--- src/rtl/alarm_irq_matcher.sv ---
module alarm_irq_matcher #(
  parameter int DIV_BITS = 16,
  parameter int MID_TAP  = 3
) (
  input  logic        clk,
  input  logic        rst_n,
  input  logic        tick,
  input  logic [7:0]  t_sec,
  input  logic [7:0]  t_min,
  input  logic [7:0]  t_hour,
  input  logic [7:0]  t_date,
  input  logic [7:0]  t_month,
  input  logic [7:0]  t_wday,
  input  logic [47:0] alm0_cfg,
  input  logic [47:0] alm1_cfg,
  input  logic        pulse_mode,
  input  logic [1:0]  freq_sel,
  input  logic        clr_wr,
  input  logic [1:0]  clr_mask,
  input  logic        osc_tick,
  output logic [1:0]  alarm_flags,
  output logic        irq_n
);
  localparam int NFLD = 6;

  logic [47:0] now;
  logic [1:0]  hit;
  logic [1:0]  flags_q;
  logic        pulse_q;
  logic [DIV_BITS-1:0] div_q;
  logic        tap;

  assign now = {t_wday, t_month, t_date, t_hour, t_min, t_sec};

  function automatic logic fields_match(input logic [47:0] cfg, input logic [47:0] cur);
    logic any, ok;
    any = 1'b0;
    ok  = 1'b1;
    for (int f = 0; f < NFLD; f++) begin
      if (cfg[8*f+7]) begin
        any = 1'b1;
        if (cfg[8*f +: 7] != cur[8*f +: 7]) ok = 1'b0;
      end
    end
    return any && ok;
  endfunction

  assign hit = {2{tick}} & {fields_match(alm1_cfg, now), fields_match(alm0_cfg, now)};

  always_ff @(posedge clk or negedge rst_n) begin
    if (!rst_n) begin
      flags_q <= '0;
      pulse_q <= 1'b0;
      div_q   <= '0;
    end else begin
      flags_q <= (flags_q & ~(clr_wr ? clr_mask : 2'b00)) | hit;
      pulse_q <= |hit;
      if (osc_tick) div_q <= div_q + 1'b1;
    end
  end

  always_comb begin
    case (freq_sel)
      2'b01:   tap = div_q[0];
      2'b10:   tap = div_q[MID_TAP];
      default: tap = div_q[DIV_BITS-1];
    endcase
  end

  assign alarm_flags = flags_q;
  assign irq_n = (freq_sel != 2'b00) ? tap
               : pulse_mode          ? ~pulse_q
               :                       ~(|flags_q);

  a_r4_no_tick_no_set: assert property (@(posedge clk) disable iff (!rst_n)
    (!tick && !clr_wr) |=> (alarm_flags == $past(alarm_flags)));

  a_r5_sticky: assert property (@(posedge clk) disable iff (!rst_n)
    (alarm_flags[0] && !(clr_wr && clr_mask[0])) |=> alarm_flags[0]);

  a_r6_set_wins: assert property (@(posedge clk) disable iff (!rst_n)
    (hit[1] && clr_wr && clr_mask[1]) |=> alarm_flags[1]);

  a_r3_none_enabled: assert property (@(posedge clk) disable iff (!rst_n)
    (!alm0_cfg[7] && !alm0_cfg[15] && !alm0_cfg[23] && !alm0_cfg[31] &&
     !alm0_cfg[39] && !alm0_cfg[47] && !alarm_flags[0]) |=> !alarm_flags[0]);

  a_r9_clock_only: assert property (@(posedge clk) disable iff (!rst_n)
    (freq_sel != 2'b00 && $stable(freq_sel) && !$past(osc_tick)) |-> $stable(irq_n));
endmodule

--- config.mk ---
export PLATFORM = sky130hd
export DESIGN_NAME = alarm_irq_matcher
export DESIGN_NICKNAME = d
export VERILOG_FILES = /design/src/rtl/alarm_irq_matcher.sv
export SDC_FILE = /design/constraint.sdc
export NUM_CORES = 1
export LEC_CHECK = 0
export BUFFER_PORTS_ARGS = -buffer_cell sky130_fd_sc_hd__buf_2
export CELL_PAD_IN_SITES_DETAIL_PLACEMENT = 1
export CELL_PAD_IN_SITES_GLOBAL_PLACEMENT = 2
export CORE_MARGIN = 2
export CORE_UTILIZATION = 21
export CTS_BUF_LIST = sky130_fd_sc_hd__clkbuf_16
export DETAILED_ROUTE_END_ITERATION = 8
export GPL_TIMING_DRIVEN = 1
export PLACE_DENSITY = 0.93
export SYNTH_ARGS = -nofsm -noshare
export SYNTH_HDL_FRONTEND = slang
export SYNTH_SLANG_ARGS = --single-unit
--- constraint.sdc ---
create_clock -name clk -period 1.45 [get_ports clk]
set_input_delay 0.2175 -clock clk [delete_from_list [all_inputs] [get_ports clk]]
set_output_delay 0.2175 -clock clk [all_outputs]
set_load 0.02 [all_outputs]
==> results.ini, run 1 <==
[global_route]
gr-total-overflow=0
grt_util_all_layers_pct=13.3
grt_pass1_wl_mm=10.5
grt_max_degree=20
antenna_found_initial=0
grt_pass1_vias=2298

[critical_path]
cpMaxStageDelayCell=dfrtp_1
cp_top_family=flip-flops
r2r_slack_ns=0.09
end_kind=primary output
critPathLaunchType=flop
arrival_ns=1.23
r2r_cells=5
critPathMaxFanout=5
path_cells=a22oi_1 > nand2_1 > o21ai_2 > o21ai_1 > buf_4
cp.required_ns=1.23
slowest_delay_ns=0.43
cp.buffers_inverters=1
reg2reg_from=div_q[0]
rr_endpoint=div_q[12]
crit_type=reg -> out

[drt]
first_iter_violations=23
top_layer=met4
vias=2048
viasPerCell=4.38
drtAntennaViolNets=0
route.met2.wl_mm=3.63
wl_mm=6.69
firstDrtPassIters=4
drc_errors=0
wl_per_cell_microns=14.3
wl_met3_microns=385
wl_met1_mm=2.58

[logic_synthesis]
ys_seq_elements=19
synth.distinct_cells=26
syn_area_per_cell_sq_um=9.73
syn_nets=358
ys_seq_area_share_pct=24.4
synthCells=200
syn_area_sq_um=1950
ys_warn_count=0

[timing]
setup_viol=0
worst_hold_slack_ns=0.251
rsz0062_at_grt=true
slew_headroom_pct=70.3
finClkSkew_ns=0.00337
tightestPinTransition_ns=0.446
period_minus_slack_ns=1.45
fmax_mhz=692
fin_crit_sh_pct=99.7
hold_viol_final=0
slew_viol_final=0

[power]
powerDensity_nw_per_um2=714
ir_drop_uv=423
power.leakage_uw=0.00145

[flow_run]
maxCapViolCount=0

[cells_and_area]
postLayoutCellArea_sq_um=2960
final_common_cell=buf_2
area_growth_pct=51.9
diodes=0
drive_above_1_share_pct=49.0
layout_common_cells=149 x buf_2, 50 x xor2_1, 49 x xnor2_1
fin_nets=516

[floorplan]
ioPinCount=157
fp-row-count=35
die_x_microns=100
die_area_sq_um=10100
initial_core_util_pct=21.4
coreArea_sq_um=9110
fp.dieH_microns=100

[clock_network]
clk_path_buf_depth=2
htree_levels=1
clkLatencyLatePin_ns=0.25
numCtsBuffers=3
cts_sinks=19
clock-root-buffer=clkbuf_16
cts_tree=built
path_clk_slew_ns=0.05

[min_path]
min_path_type=in -> reg
min_from=osc_tick
whs_endpoint=div_q[0]
whs_path_depth=2

[placed_design]
dpl_cell_area_sq_um=2850
dp_hpwl_mm=6.16
finalWeightedCongestion=0.845
portBuffers=150

[status]
outcome=finished, final reports clean

-- repair_timing --
| item | CTS | global route |
|---|---|---|
| pin swaps | 0 | 2 |
| gates resized for setup | 2 | 4 |
| hold endpoints to repair | 19 | 0 |
| endpoints found under the setup margin | 2 | 2 |
| setup buffers | 1 | 0 |
| hold buffers | 1 | 0 |
-- flip-flops by register name, summed over array words and instances, names as in the netlist --
register,cells
alarm_flags,2
div_q,16
pulse_q,1
-- worst register-to-register path: stages (launching register included) --
cell and delay (ns):
dfrtp_1 0.42, ha_1 0.22, nand3_1 0.18, nor2_4 0.18, nand3_1 0.11, xnor2_1 0.14
-- final cells by class --
class	instances	area [sq um]
fill	1114	6150
multi-input combinational	178	1470
timing repair buffer	154	786
sequential	19	475
tap	111	139
clock buffer	3	75.1
inverter	2	7.51
clock inverter	1	3.75
-- cells in the mapped netlist (all sizes together) --
| library cell | n | area share [%] |
|---|---|---|
| mux2 | 1 | 0.58 |
| a21oi | 2 | 0.51 |
| or2 | 1 | 0.32 |
| nor2b | 1 | 0.32 |
| o21ai | 3 | 0.77 |
| a31oi | 2 | 0.64 |
| clkbuf | 1 | 0.26 |
| nand2 | 11 | 2.3 |
| nor4 | 2 | 0.64 |
| nor3 | 7 | 1.8 |
| nand4 | 16 | 5.8 |
| nand3 | 6 | 1.5 |
| nor2 | 8 | 2.3 |
| xnor2 | 49 | 22 |
| a21o | 2 | 0.77 |
| and3 | 1 | 0.32 |
| o41ai | 10 | 8.4 |
| a22oi | 1 | 0.39 |
| xor2 | 50 | 23 |
| and4 | 1 | 0.45 |
| dfrtp | 19 | 24 |
| inv | 2 | 0.39 |
| ha | 4 | 2.6 |
-- layer usage --
metal,up-vias,track usage [%]
met1,946,14.5
met5,-,0
met3,8,2.92
met4,0,2.42
met2,82,26.3
li1,1012,-
-- metrics by stage --
step	setup WS [ns]	total power (uW)	instances	setup TNS, ns	utilization, %
2_1_floorplan	0.0981	1130	200	0	-
3_3_place_gp	-0.294	1500	462	-0.633	31.2
3_5_place_dp	-0.273	1540	462	-0.588	31.2
4_1_cts	-0.0161	2130	468	-0.0161	32.3
5_1_grt	-0.0817	2260	468	-0.0817	32.4
6_report	0.00447	2110	468	0	32.4
-- power breakdown --
part	internal, uW	switching (uW)	leakage (uW)
registers	625	113	0.000253
clock network	366	186	0.0000423
logic	442	376	0.00115
-- worst max path at each step --
stage | depth (start not counted) | slack [ns] | endpoint | start
floorplan | 5 | 0.1 | irq_n | freq_sel[0]
global placement | 6 | -0.29 | pulse_q | t_date[3]
detailed placement | 6 | -0.27 | pulse_q | t_date[3]
CTS | 5 | -0.02 | irq_n | div_q[0]
global route | 5 | -0.08 | irq_n | div_q[0]
finish | 5 | 0.004 | irq_n | div_q[0]
-- cell families after synthesis --
| family | Yosys count | share of synthesized area, % |
|---|---|---|
| simple gates | 54 | 15.8 |
| compound gates | 20 | 11.4 |
| flops | 19 | 24.4 |
| mux | 1 | 0.579 |
| xor+xnor | 99 | 44.6 |
| fa+ha+maj | 4 | 2.57 |
| buf+inv | 3 | 0.643 |
Note: power is estimated with default switching activity, not from simulation.
==> run 2: changes to the inputs <==
--- a/config.mk
+++ b/config.mk
@@ -8,7 +8,7 @@
 export BUFFER_PORTS_ARGS = -buffer_cell sky130_fd_sc_hd__buf_2
 export CELL_PAD_IN_SITES_DETAIL_PLACEMENT = 1
 export CELL_PAD_IN_SITES_GLOBAL_PLACEMENT = 2
-export CORE_MARGIN = 2
+export CORE_MARGIN = 4
 export CORE_UTILIZATION = 21
 export CTS_BUF_LIST = sky130_fd_sc_hd__clkbuf_16
 export DETAILED_ROUTE_END_ITERATION = 8
@@ -17,3 +17,4 @@
 export SYNTH_ARGS = -nofsm -noshare
 export SYNTH_HDL_FRONTEND = slang
 export SYNTH_SLANG_ARGS = --single-unit
+export TNS_END_PERCENT = 30
==> results.ini, run 2 (same netlist as run 1, synthesis figures left out) <==
[power]
ir_drop_uv=390
power.leakage_uw=0.00148
p_seq_share_pct=33.5
power_frac_clock_pct=26.0
power_uw=2170
p_switching_uw=699
power_frac_comb_pct=40.4
p_int_uw=1470
switching_share_pct=32.2
powerDensity_nw_per_um2=718

[global_route]
gr-total-overflow=0
grt_pass1_vias=2389
grt_pass1_wl_mm=11.3
grt_util_all_layers_pct=12.7
antenna_found_initial=0
grt_max_degree=20

[cells_and_area]
layout.cells.non_filler=470
seqCellArea_sq_um=475
largest_register=div_q
fillers=1105
diodes=0
final_util_pct=34.1
area_growth_pct=55.1
layout_common_cells=149 x buf_2, 50 x xor2_1, 48 x xnor2_1
fin_nets=521
multiInputGateArea_sq_um=1490
final_common_cell=buf_2
drive_above_1_share_pct=51.4
largest_reg_flops=16

[clock_network]
clk_path_buf_depth=2
htree_levels=1
path_clk_slew_ns=0.05
clock-root-buffer=clkbuf_16
clkLatencyLatePin_ns=0.25
cts_sinks=19
numCtsBuffers=3
cts_tree=built

[drt]
viasPerCell=4.44
wl_mm=7.01
first_iter_violations=43
vias=2089
wl_per_cell_microns=14.9
firstDrtPassIters=4
drc_errors=0
drtAntennaViolNets=0

[timing]
tightestPinTransition_ns=0.425
hold_viol_final=0
finClkSkew_ns=0.00338
slew_viol_final=0
fmax_mhz=704
setup_viol=0
period_minus_slack_ns=1.42
rsz0062_at_grt=true
slew_headroom_pct=71.6
fin_crit_sh_pct=98.0

[critical_path]
cpMaxStageDelayCell=dfrtp_1
end_kind=primary output
crit_type=reg -> out
slowest_delay_ns=0.38
cp.buffers_inverters=1
path_cells=a22oi_1 > nand2_1 > o21ai_2 > o21ai_2 > buf_6
cp.required_ns=1.23
critPathMaxFanout=2
critPathLaunchType=flop
cpMostUsedCell=o21ai_2
cp_top_family=flip-flops
arrival_ns=1.20

[status]
outcome=finished, final reports clean

[placed_design]
finalWeightedCongestion=0.803
dp.cells=463
portBuffers=150
dp_hpwl_mm=6.48

[floorplan]
ioPinCount=157
coreArea_sq_um=8850
die_area_sq_um=10900
die_x_microns=104
fp.dieH_microns=104
fp-row-count=34
initial_core_util_pct=22.0

[flow_run]
maxCapViolCount=0

[min_path]
min_path_type=in -> reg

[run 2: what timing repair did]
action,in CTS,in global routing
hold endpoints to repair,19,0
pin swaps,3,4
resized for setup,6,7
buffers inserted,2,0
hold buffers,1,0
setup endpoints to repair,1,8
[run 2: layout make-up]
type	instances	area share, %
multi-input cells	178	49.5
repair buffers	159	27.4
flip-flops and latches	19	15.8
well taps	108	4.48
clock buffers	3	2.49
inverters	2	0.249
clock inverters	1	0.166
[run 2: worst paths after layout]
check                      startpoint        end  slack, ns  cells after the start
hold / removal               osc_tick   div_q[0]       0.26                      2
max in group asynchronous       rst_n  div_q[13]       0.71                      2
hold reg to reg             div_q[14]  div_q[14]       0.47                      1
setup reg to reg             div_q[0]   div_q[8]       0.08                      6
min in group asynchronous       rst_n  div_q[15]       0.44                      2
setup / recovery             div_q[0]      irq_n       0.03                      5
[run 2: worst register-to-register path, cell delays in order, from the launching register on]
cell and delay [ns]:
dfrtp_1 0.36, buf_4 0.13, ha_1 0.20, nand3_2 0.14
nor2_2 0.18, nand3_1 0.11, xnor2_1 0.13
[run 2: power groups by stage]
stage	Sequential, uW	Clock [uW]	Combinational [uW]
after CTS	722	586	882
after global placement	737	0	770
after global routing	741	598	969
final	727	564	876
after detailed placement	749	0	799
after floorplan	731	0	398
[run 2: metal layers]
metal	part of all wire, %	GRT usage, %	vias up
met5	0	0	-
met4	1.3	2.18	0
met3	6.4	2.67	10
met2	54	24.8	89
met1	38	14.1	963
li1	-	-	1027
[run 2: through the flow]
stage	setup TNS [ns]	hold WS [ns]	instance area (sq um)	setup WS, ns
5_1_grt	-0.0122	0.264	3020	-0.00793
2_1_floorplan	0	-0.0781	1950	0.0981
6_report	0	0.258	3020	0.0295
4_1_cts	-0.00264	0.245	2990	-0.00264
3_3_place_gp	-0.665	0.179	2870	-0.224
3_5_place_dp	-0.703	0.190	2870	-0.234
==> run 3: changes to the inputs <==
--- a/config.mk
+++ b/config.mk
@@ -5,15 +5,17 @@
 export SDC_FILE = /design/constraint.sdc
 export NUM_CORES = 1
 export LEC_CHECK = 0
+export ABC_AREA = 1
+export ABC_CLOCK_PERIOD_IN_PS = 1450
 export BUFFER_PORTS_ARGS = -buffer_cell sky130_fd_sc_hd__buf_2
 export CELL_PAD_IN_SITES_DETAIL_PLACEMENT = 1
 export CELL_PAD_IN_SITES_GLOBAL_PLACEMENT = 2
 export CORE_MARGIN = 4
-export CORE_UTILIZATION = 21
+export CORE_UTILIZATION = 20
 export CTS_BUF_LIST = sky130_fd_sc_hd__clkbuf_16
 export DETAILED_ROUTE_END_ITERATION = 8
 export GPL_TIMING_DRIVEN = 1
-export PLACE_DENSITY = 0.93
+export PLACE_DENSITY = 0.94
 export SYNTH_ARGS = -nofsm -noshare
 export SYNTH_HDL_FRONTEND = slang
 export SYNTH_SLANG_ARGS = --single-unit
==> results.ini, run 3 <==
[placed_design]
portBuffers=150
place_ws_ns=0.0521
dp_hpwl_mm=8.03
finalWeightedCongestion=0.786

[cells_and_area]
final_util_pct=29.6
largest_reg_flops=16
diodes=0
fillers=1665
seqCellArea_sq_um=477
fin_nets=775
drive_above_1_share_pct=27.4
largest_register=div_q
layout_common_cells=202 x nand2_1, 149 x buf_2, 105 x inv_1
area_growth_pct=42.8
multiInputGateArea_sq_um=1670
final_common_cell=nand2_1

[drt]
first_iter_violations=50
firstDrtPassIters=4
drtAntennaViolNets=0
viasPerCell=3.91
vias=3069
wl_per_cell_microns=11.0
wl_mm=8.61
drc_errors=0

[global_route]
gr-total-overflow=0
grt_pass1_wl_mm=14.3
antenna_found_initial=0
grt_max_degree=20
grt_util_all_layers_pct=11.8
grt_pass1_vias=3314

[clock_network]
cts_tree=built
numCtsBuffers=3
cts_sinks=19
path_clk_slew_ns=0.05
clock-root-buffer=clkbuf_16
clkLatencyLatePin_ns=0.25
htree_levels=1
clk_path_buf_depth=2

[min_path]
min_from=clr_mask[0]
whs_endpoint=alarm_flags[0]
min_path_type=in -> reg
whs_path_depth=4

[logic_synthesis]
synthCells=459
ys.flop_type=dfrtp_1
ys_warn_count=0
yosysTopAreaCell=nand2_1
yosys.area.top_type_share_pct=30.0
synth_edf_count=0
synth_most_common_cell=nand2_1
synth_area_leaders=nand2_1 30%, dfrtp_1 19%, inv_1 15%
ys_seq_elements=19
syn_nets=617
syn_area_per_cell_sq_um=5.50
ys_seq_area_share_pct=18.8
synth.distinct_cells=24
async_flop_share_pct=100
syn_area_sq_um=2520
synth_common_cells=202 x nand2_1, 104 x inv_1, 45 x nor2_1, 27 x xnor2_1, 24 x xor2_1

[floorplan]
coreArea_sq_um=12200
die_area_sq_um=14500
ioPinCount=157
fp.dieH_microns=120
die_x_microns=120
initial_core_util_pct=20.8
fp-row-count=40

[timing]
hold_viol_final=0
slew_viol_final=0
worst_hold_slack_ns=0.255
finClkSkew_ns=0.000832
finalWorstSetupSlack_ns=0.0162
tightestPinTransition_ns=0.424
fin_setup_tns_ns=0
slew_headroom_pct=71.8
fmax_mhz=697
period_minus_slack_ns=1.43
setup_viol=0
fin_crit_sh_pct=98.9
rsz0062_at_grt=true

[critical_path]
end_kind=primary output
arrival_ns=1.22
cpMaxStageDelayCell=dfrtp_2
rr_endpoint=div_q[14]
slowest_delay_ns=0.40
reg2reg_from=div_q[0]
critPathMaxFanout=2
cp.required_ns=1.23
critPathLaunchType=flop
r2r_slack_ns=0.05
path_cells=a22o_1 > a21oi_2 > o21ai_1 > buf_4
crit_type=reg -> out
r2r_cells=7

[status]
outcome=finished, final reports clean

[power]
powerDensity_nw_per_um2=622
power.leakage_uw=0.00231
power_uw=2240
ir_drop_uv=362

[flow_run]
maxCapViolCount=0

[run 3: cell count changes after synthesis, moves of 10 or more]
| cell | change |
|---|---|
| nor2_1 | +39 |
| inv_1 | +102 |
| xnor2_1 | -22 |
| xor2_1 | -26 |
| nand2_1 | +192 |
| nand4_1 | -13 |
| o41ai_2 | -10 |
[run 3: through the flow]
stage | cell area, sq um | std cells
finish | 3600 | 784
global route | 3600 | 784
CTS | 3580 | 783
detailed placement | 3480 | 777
global placement | 3480 | 777
floorplan | 2520 | 459
[run 3: logic make-up after synthesis]
| logic type | after synthesis | share of synthesized area, % |
|---|---|---|
| AO/OA/AOI/OAI | 10 | 2.38 |
| XOR/XNOR | 51 | 17.7 |
| AND/OR/NAND/NOR | 270 | 43.5 |
| buffers and inverters | 105 | 15.6 |
| adder cells (fa/ha/maj) | 4 | 1.98 |
| flip-flops | 19 | 18.8 |
[run 3: worst max-delay path by stage]
stage                 from         to  slack (ns)  cells after the start
6_report          div_q[0]      irq_n        0.02                      4
3_3_place_gp      div_q[0]  div_q[12]         0.1                      6
5_1_grt           div_q[0]  div_q[14]       -0.05                      7
2_1_floorplan  freq_sel[0]      irq_n        0.07                      5
3_5_place_dp   freq_sel[0]      irq_n        0.05                      7
4_1_cts           div_q[3]      irq_n       -0.01                      4
[run 3: critical path: cells and delay by family, from the launching register on]
kind                   cells  cell delay, ns
buffers and inverters      1            0.16
DFF                        1            0.40
AOI/OAI and AO/OA          3            0.41
[run 3: power by group]
part	leakage, uW	internal [uW]	switching, uW
registers	0.000239	636	111
logic	0.00203	458	481
clock network	0.0000423	367	187
[run 3: cell type report]
class / count / share of cell area, %
clock buffer: 3 / 2.08
inverter: 105 / 10.9
tap: 168 / 5.83
sequential: 19 / 13.2
timing repair buffer: 153 / 21.6
multi-input combinational: 335 / 46.2
clock inverter: 1 / 0.104
[run 3: timing repair]
| item | in CTS | in global routing |
|---|---|---|
| gates resized for setup | 2 | 5 |
| hold endpoints to repair | 19 | 0 |
| hold buffers | 1 | 0 |
| endpoints found under the setup margin | 1 | 4 |
| buffers inserted | 1 | 1 |
[run 3: layer usage]
metal  track usage (%)  wire, microns  vias up
li1                  -              -     1621
met1              13.0           3310     1359
met2              23.3           4640       82
met3              2.57            571        7
met4              1.84             92        0
met5                 0              0        -
